### config.mk
export PLATFORM = sky130hd
export DESIGN_NAME = ctl_bank_top
export DESIGN_NICKNAME = d
export VERILOG_FILES = /design/src/rtl/ctl_bank_pkg.sv /design/src/rtl/ctl_addr_dec.sv /design/src/rtl/ctl_mreg.sv /design/src/rtl/ctl_bank_top.sv
export SDC_FILE = /design/constraint.sdc
export NUM_CORES = 1
export LEC_CHECK = 0
export BUFFER_PORTS_ARGS = -buffer_cell sky130_fd_sc_hd__buf_4
export CAP_MARGIN = 20
export CORE_ASPECT_RATIO = 1.1
export CORE_MARGIN = 2
export CORE_UTILIZATION = 43
export CTS_CLUSTER_SIZE = 24
export DETAILED_ROUTE_END_ITERATION = 8
export PLACE_DENSITY = 0.68
export SYNTH_ARGS = -nofsm -noshare
export SYNTH_HDL_FRONTEND = slang
export SYNTH_SLANG_ARGS = --single-unit
### constraint.sdc
create_clock -name clk -period 1.95 [get_ports clk]
set_input_delay 0.2925 -clock clk [delete_from_list [all_inputs] [get_ports clk]]
set_output_delay 0.2925 -clock clk [all_outputs]
set_load 0.1 [all_outputs]
### src/rtl/ctl_bank_pkg.sv
package ctl_bank_pkg;
  localparam int HALF_W   = 16;
  localparam int WORD_W   = 2 * HALF_W;
  localparam int ADDR_W   = 16;
  localparam int NUM_CTL  = 6;
  localparam int LANE_IDX = 1;
  localparam int TST_IDX  = 5;

  localparam logic [NUM_CTL-1:0][ADDR_W-1:0] CTL_OFFS = {
    16'h6264, 16'h6260, 16'h625c, 16'h6258, 16'h6254, 16'h6224
  };
  localparam logic [ADDR_W-1:0] STAT_OFF = 16'he2a4;

  // new = old where mask bit clear, data where mask bit set
  function automatic logic [HALF_W-1:0] merge_half(
    input logic [HALF_W-1:0] old_q,
    input logic [WORD_W-1:0] word
  );
    logic [HALF_W-1:0] en;
    en = word[WORD_W-1:HALF_W];
    return (old_q & ~en) | (word[HALF_W-1:0] & en);
  endfunction
endpackage

### src/rtl/ctl_addr_dec.sv
module ctl_addr_dec
  import ctl_bank_pkg::*;
(
  input  logic              clk,
  input  logic              rst,
  input  logic [ADDR_W-1:0] addr,
  output logic [NUM_CTL-1:0] ctl_hit,
  output logic              stat_hit
);
  for (genvar i = 0; i < NUM_CTL; i++) begin : g_hit
    assign ctl_hit[i] = (addr == CTL_OFFS[i]);
  end
  assign stat_hit = (addr == STAT_OFF);

  AST_ONE_TARGET: assert property (@(posedge clk) disable iff (rst)
    $onehot0({ctl_hit, stat_hit}));
endmodule

### src/rtl/ctl_mreg.sv
module ctl_mreg
  import ctl_bank_pkg::*;
(
  input  logic              clk,
  input  logic              rst,
  input  logic              wr_hit,
  input  logic [WORD_W-1:0] wword,
  output logic [HALF_W-1:0] q
);
  logic [HALF_W-1:0] en_bits;
  assign en_bits = wword[WORD_W-1:HALF_W];

  always_ff @(posedge clk) begin
    if (rst)         q <= '0;
    else if (wr_hit) q <= merge_half(q, wword);
  end

  AST_MASKED_SET: assert property (@(posedge clk) disable iff (rst)
    wr_hit |=> ((q & $past(en_bits)) == ($past(wword[HALF_W-1:0]) & $past(en_bits))));
  AST_UNMASKED_HOLD: assert property (@(posedge clk) disable iff (rst)
    wr_hit |=> (((q ^ $past(q)) & ~$past(en_bits)) == '0));
  AST_IDLE_STABLE: assert property (@(posedge clk) disable iff (rst)
    !wr_hit |=> $stable(q));
endmodule

### src/rtl/ctl_bank_top.sv
module ctl_bank_top
  import ctl_bank_pkg::*;
(
  input  logic        clk,
  input  logic        rst,
  input  logic [15:0] bus_addr,
  input  logic        bus_wr,
  input  logic [31:0] bus_wdata,
  output logic [31:0] bus_rdata,
  input  logic [7:0]  stat_byte,
  output logic [3:0]  lane_on,
  output logic [3:0]  lane_force_rx,
  output logic [3:0]  lane_force_stop,
  output logic [3:0]  lane_turn_off,
  output logic [7:0]  tst_din,
  output logic        tst_en,
  output logic        tst_clk,
  output logic        tst_clr
);
  logic [NUM_CTL-1:0]             ctl_hit;
  logic                           stat_hit;
  logic [NUM_CTL-1:0][HALF_W-1:0] regs;
  logic [HALF_W-1:0]              rd_half;

  ctl_addr_dec u_dec (
    .clk      (clk),
    .rst      (rst),
    .addr     (bus_addr),
    .ctl_hit  (ctl_hit),
    .stat_hit (stat_hit)
  );

  for (genvar i = 0; i < NUM_CTL; i++) begin : g_reg
    ctl_mreg u_reg (
      .clk    (clk),
      .rst    (rst),
      .wr_hit (bus_wr && ctl_hit[i]),
      .wword  (bus_wdata),
      .q      (regs[i])
    );
  end

  always_comb begin
    rd_half = '0;
    for (int i = 0; i < NUM_CTL; i++)
      if (ctl_hit[i]) rd_half = rd_half | regs[i];
    if (stat_hit) rd_half = rd_half | {{(HALF_W-8){1'b0}}, stat_byte};
  end
  assign bus_rdata = {{HALF_W{1'b0}}, rd_half};

  assign lane_on         = regs[LANE_IDX][3:0];
  assign lane_force_rx   = regs[LANE_IDX][7:4];
  assign lane_force_stop = regs[LANE_IDX][11:8];
  assign lane_turn_off   = regs[LANE_IDX][15:12];
  assign tst_din         = regs[TST_IDX][7:0];
  assign tst_en          = regs[TST_IDX][8];
  assign tst_clk         = regs[TST_IDX][9];
  assign tst_clr         = regs[TST_IDX][10];

  AST_RDATA_HIGH_ZERO: assert property (@(posedge clk) disable iff (rst)
    bus_rdata[31:16] == '0);
  AST_STATUS_VIEW: assert property (@(posedge clk) disable iff (rst)
    stat_hit |-> (bus_rdata[7:0] == stat_byte));
endmodule

# --- Yosys cells after proc, flatten, opt, wreduce, memory -nomap -nowiden ---
# Index checks and enable logic that the tools add are counted.
word_totals:
  ff_bits: 96
  inputBits: 59
  output_inout_bits: 59
  elab_cells: 46
op_classes:
  n_eq_ne: 7
  n_mux: 7
  n_bitwise: 20
  reduce_logical: 6
op_table:
  columns: ["op", "n"]
  rows:
  - ["$or 16x16->16", 11]
  - ["$and 16x16->16", 7]
  - ["$mux 16", 7]
  - ["$eq 16x15->1 const B", 6]
  - ["$eq 16x16->1 const B", 1]
  - ["$not 16->16", 1]
  - ["$or 16x8->16", 1]
  - ["$logic_and 1x1->1", 6]

# --- Longest topological paths before layout ---
logic_depth:
  depth_word: 14
  ltp_mapped: 7
  ltp_nobuf: 4

# --- Hierarchy ---
# A second synthesis with hierarchy kept.
unflattened:
  hier_cells: 533
  area_unflattened_um2: 5129.9
modules_own_cells:
  columns: ["mod", "n_inst", "cells_each", "area_each_um2", "seq_area_each_um2"]
  rows:
  - ["ctl_mreg", 6, 69, 710.7, 320.3]
  - ["ctl_bank_top", 1, 100, 704.4, 0.0]
  - ["ctl_addr_dec", 1, 19, 161.4, 0.0]

# --- Worst setup path before layout ---
# Ideal clock, no wire load.
synth_timing:
  path_kind: "input -> output"
  startpoint: "in bus_addr[1]"
  endpoint: "out bus_rdata[1]"
  arrival_time_ns: 2.364
  setup_slack_ns: -0.706
  stages: 5
  n_path_buf: 1
  path_cell_list: "or3_4 > or4_4 > buf_6 > o22ai_1 > a311o_1"
synth_via:
  elab_chain_len: 14
  elab_cells_between_ends: 20
  cone_classes: "eq/ne: 7; mux: 7; bitwise: 6"
synth_rtl:
  columns: ["item", "line_no", "text"]
  rows:
  - ["start, declared", "ctl_bank_top.sv:6", "input logic [15:0] bus_addr,"]
  - ["$eq 16x15->1", "ctl_addr_dec.sv:11", "assign ctl_hit[i] = (addr == CTL_OFFS[i]);"]
  - ["$mux 16", "ctl_bank_top.sv:46", "if (ctl_hit[i]) rd_half = rd_half | regs[i];"]
  - ["$or 16x16->16", "ctl_bank_top.sv:46", null]
  - ["$mux 16", "ctl_bank_top.sv:46", null]
  - ["$or 16x16->16", "ctl_bank_top.sv:46", null]
  - ["$mux 16", "ctl_bank_top.sv:46", null]
  - ["$or 16x16->16", "ctl_bank_top.sv:46", null]
  - ["$mux 16", "ctl_bank_top.sv:46", null]
  - ["$or 16x16->16", "ctl_bank_top.sv:46", null]
  - ["$mux 16", "ctl_bank_top.sv:46", null]
  - ["$or 16x16->16", "ctl_bank_top.sv:46", null]
  - ["$mux 16", "ctl_bank_top.sv:46", null]
  - ["$or 16x8->16", "ctl_bank_top.sv:47", "if (stat_hit) rd_half = rd_half | {{(HALF_W-8){1'b0}}, stat_byte};"]
  - ["$mux 16 (*)", "ctl_bank_top.sv:47", null]
  - ["end, declared", "ctl_bank_top.sv:9", "output logic [31:0] bus_rdata,"]
# Every way passes the cells marked *; elsewhere a longest branch is shown, timed or not.

# --- Worst setup path in the final report ---
layout_timing:
  startpoint: "in bus_addr[8]"
  endpoint: "out bus_rdata[1]"
# The elaborated chain is that of the path after synthesis.

==> flow_summary.json <==
{
  "clk_pin_slew_ns": 0.07,
  "slowest_delay_ns": 0.49,
  "final_nets": 847,
  "routed_wl_mm": 18.4,
  "gp_congestion": 0.924,
  "required_ns": 1.66,
  "grt_pass1_vias": 5543,
  "grtUsageTotal_pct": 26.2,
  "cp-end-kind": "output pin",
  "antenna_found_initial": 0,
  "intPower_mw": 3.14,
  "yosys_warnings": 0,
  "cts_buffer_depth": 2,
  "dp_cells": 933,
  "finalCritPeriodShare_pct": 113,
  "drv_slew": 0,
  "clock_skew_ns": 0,
  "setup_viol": 16,
  "dpl.hpwl_mm": 13.0,
  "tightestPinTransition_ns": 0.551,
  "synth.distinct_cells": 42,
  "hold_viol_final": 0,
  "grt-ovfl-total": 0,
  "grt_pass1_wl_mm": 28.7,
  "cts_sinks": 96,
  "fillers": 1154,
  "ys.flop_type": "dfxtp_1",
  "dr.pass1.iters": 5,
  "reg2reg_depth": 2,
  "max-cap-violations": 0,
  "path_cells": "buf_6 > or3_4 > buf_6 > or4_4 > o22ai_2 > a311o_2 > buf_12",
  "vias": 5787,
  "coreArea_um2": 12600,
  "critPathLaunchType": "input pin",
  "numCtsBuffers": 9,
  "worstSkewPairLatency_ns": 0.34,
  "cts-root-buf": "clkbuf_16",
  "antenna_left": 0,
  "hold_path_class": "in2reg",
  "layout.cells.non_filler": 948,
  "grt_max_degree": 49,
  "die-area_um2": 13800,
  "pwr_density_cell_nw_per_um2": 592,
  "slew_headroom_pct": 63.2,
  "path_class": "in2out",
  "clkPwrFrac_pct": 40.2,
  "critPathArrivalTime_ns": 1.90,
  "tritoncts": "yes",
  "rows": 43,
  "cp_slowest_cell": "or4_4",
  "p_leak_nw": 2.73,
  "die_y_um": 123,
  "syn_to_final_growth_pct": 31.9,
  "power_frac_comb_pct": 14.4,
  "drive_gt1_share_pct": 28.7,
  "netlist_area_um2": 5540,
  "viasPerCell": 6.10,
  "status": "complete, but fails checks",
  "pwr-share-seq_pct": 45.4,
  "ys_ff_latch": 96,
  "worst-path-buf-inv": 3,
  "fin_crit_ns": 2.19,
  "postSynth.asyncResetShare_pct": 0,
  "critPathTopFamily": "simple AND/OR/NAND/NOR gates",
  "netSwitchingFraction_pct": 27.2,
  "worstPathMaxFanout": 2,
  "diodes": 0,
  "fin_hold_ws_ns": 0.251,
  "syn_avg_cell_area_um2": 7.83,
  "p_total_mw": 4.32,
  "port_buffers": 101,
  "pin_count": 118,
  "drc": 0,
  "die_width_um": 112,
  "fin_ws_ns": -0.245,
  "hold_depth": 3,
  "dr.first_iter.drc_count": 471,
  "violations": "negative setup slack",
  "rsz0062_at_grt": "yes",
  "path_depth": 7,
  "irDropWorstVdd_mv": 0.361,
  "wire_per_inst_um": 19.4,
  "timing.fmax_mhz": 456,
  "initial_core_util_pct": 44.0,
  "ys_seq_area_share_pct": 34.7,
  "p_sw_mw": 1.18,
  "htree_num_levels": 3,
  "synth-edff-count": 0,
  "hold_buffers": 0,
  "synth_cells": 707,
  "cpMostUsedCell": "buf_6"
}
-- final timing paths --
| kind | from | end | slack, ns |
|---|---|---|---|
| max | bus_addr[8] | bus_rdata[1] | -0.24 |
| min | bus_wdata[27] | register | 0.25 |
| max reg2reg | register | register | 1.21 |
| min reg2reg | register | register | 0.48 |
-- Yosys cell counts (2+ instances only) --
cell | number | area (um2)
dfxtp_1 | 96 | 1920
nand2_1 | 88 | 330
nand4_1 | 83 | 519
a21oi_1 | 80 | 400
o21ai_0 | 70 | 350
clkbuf_1 | 54 | 203
nand2b_1 | 32 | 200
mux2i_1 | 28 | 280
buf_4 | 26 | 195
nand3_1 | 18 | 90.1
mux2_2 | 17 | 191
a221o_1 | 13 | 130
and2_1 | 12 | 75.1
o22ai_1 | 12 | 75.1
clkbuf_2 | 10 | 50.1
o21ai_1 | 9 | 45.0
a22oi_1 | 7 | 52.6
buf_2 | 7 | 35.0
and2_0 | 6 | 37.5
a22o_1 | 4 | 35.0
buf_6 | 3 | 33.8
nor2b_1 | 3 | 18.8
a222oi_1 | 2 | 20.0
a32o_1 | 2 | 20.0
and2_2 | 2 | 15.0
and4_1 | 2 | 17.5
and4bb_2 | 2 | 25.0
buf_1 | 2 | 7.51
nand4bb_1 | 2 | 22.5
nor2_1 | 2 | 7.51
nor4_2 | 2 | 25.0
-- power by group through the flow --
stage / logic, mW / registers [mW] / clock network (mW)
2_1_floorplan: 0.378 / 2.00 / 0
3_3_place_gp: 0.590 / 2.00 / 0
3_5_place_dp: 0.602 / 2.00 / 0
4_1_cts: 0.611 / 1.96 / 1.74
5_1_grt: 0.655 / 1.96 / 1.82
6_report: 0.622 / 1.96 / 1.74
-- per-stage QoR --
| step | TNS, ns | utilization [%] | cell area (um2) | worst slack, ns |
|---|---|---|---|---|
| after floorplan | -3.71 | - | 5810 | -0.337 |
| after global placement | -13.23 | 53.4 | 6720 | -0.343 |
| after detailed placement | -16.94 | 53.4 | 6720 | -0.387 |
| after global routing | -4.20 | 58.0 | 7300 | -0.300 |
| final | -3.34 | 58.0 | 7300 | -0.245 |
| after CTS | -3.44 | 57.2 | 7210 | -0.245 |
-- worst reg2reg max path, delay by kind of cell, from the launching register on --
kind            cells  cell delay [ns]
flops               1             0.35
compound gates      2             0.30
-- final cells by class --
| class | instances | area, um2 | area share (%) |
|---|---|---|---|
| clock inverters | 3 | 45.0 | 0.617 |
| clock buffers | 11 | 233 | 3.19 |
| repair buffers | 158 | 1520 | 20.8 |
| flip-flops and latches | 96 | 1920 | 26.4 |
| multi-input cells | 523 | 3380 | 46.3 |
| well taps | 157 | 196 | 2.69 |
-- repair_timing --
action / in CTS / in global routing
endpoints found under the setup margin: 16 / 18
pin swaps: 9 / 1
resized for setup: 51 / 20
buffers inserted: 1 / 0
-- placed cells by master (no fill, tap or decap), drive strengths merged, types with 2 or more instances in the layout --
cell type,count
buf,158
dfxtp,96
nand2,88
nand4,83
a21oi,80
o21ai,80
nand2b,32
mux2i,28
and2,20
nand3,18
mux2,17
conb,16
a221o,13
o22ai,12
clkbuf,11
a22oi,7
a22o,4
nor2b,3
nand4bb,2
nor4,2
and4bb,2
a32o,2
a222oi,2
clkinvlp,2
nor4b,2
nor2,2
and4,2
-- cells by family after synthesis --
family	synth area share (%)
DFF	34.7
other	0.0677
buffers and inverters	9.74
AOI/OAI and AO/OA	20.7
muxes	8.52
and+or+nand+nor	26.2
-- per-layer routing --
| metal | share of wire [%] | vias up | global-route usage, % |
|---|---|---|---|
| met5 | 0 | - | 0 |
| met4 | 4.3 | 0 | 12.5 |
| met3 | 5.4 | 48 | 2.21 |
| met2 | 52 | 253 | 48.6 |
| met1 | 38 | 2780 | 30.6 |
| li1 | - | 2706 | - |
Note: power is estimated with default switching activity, not from simulation.
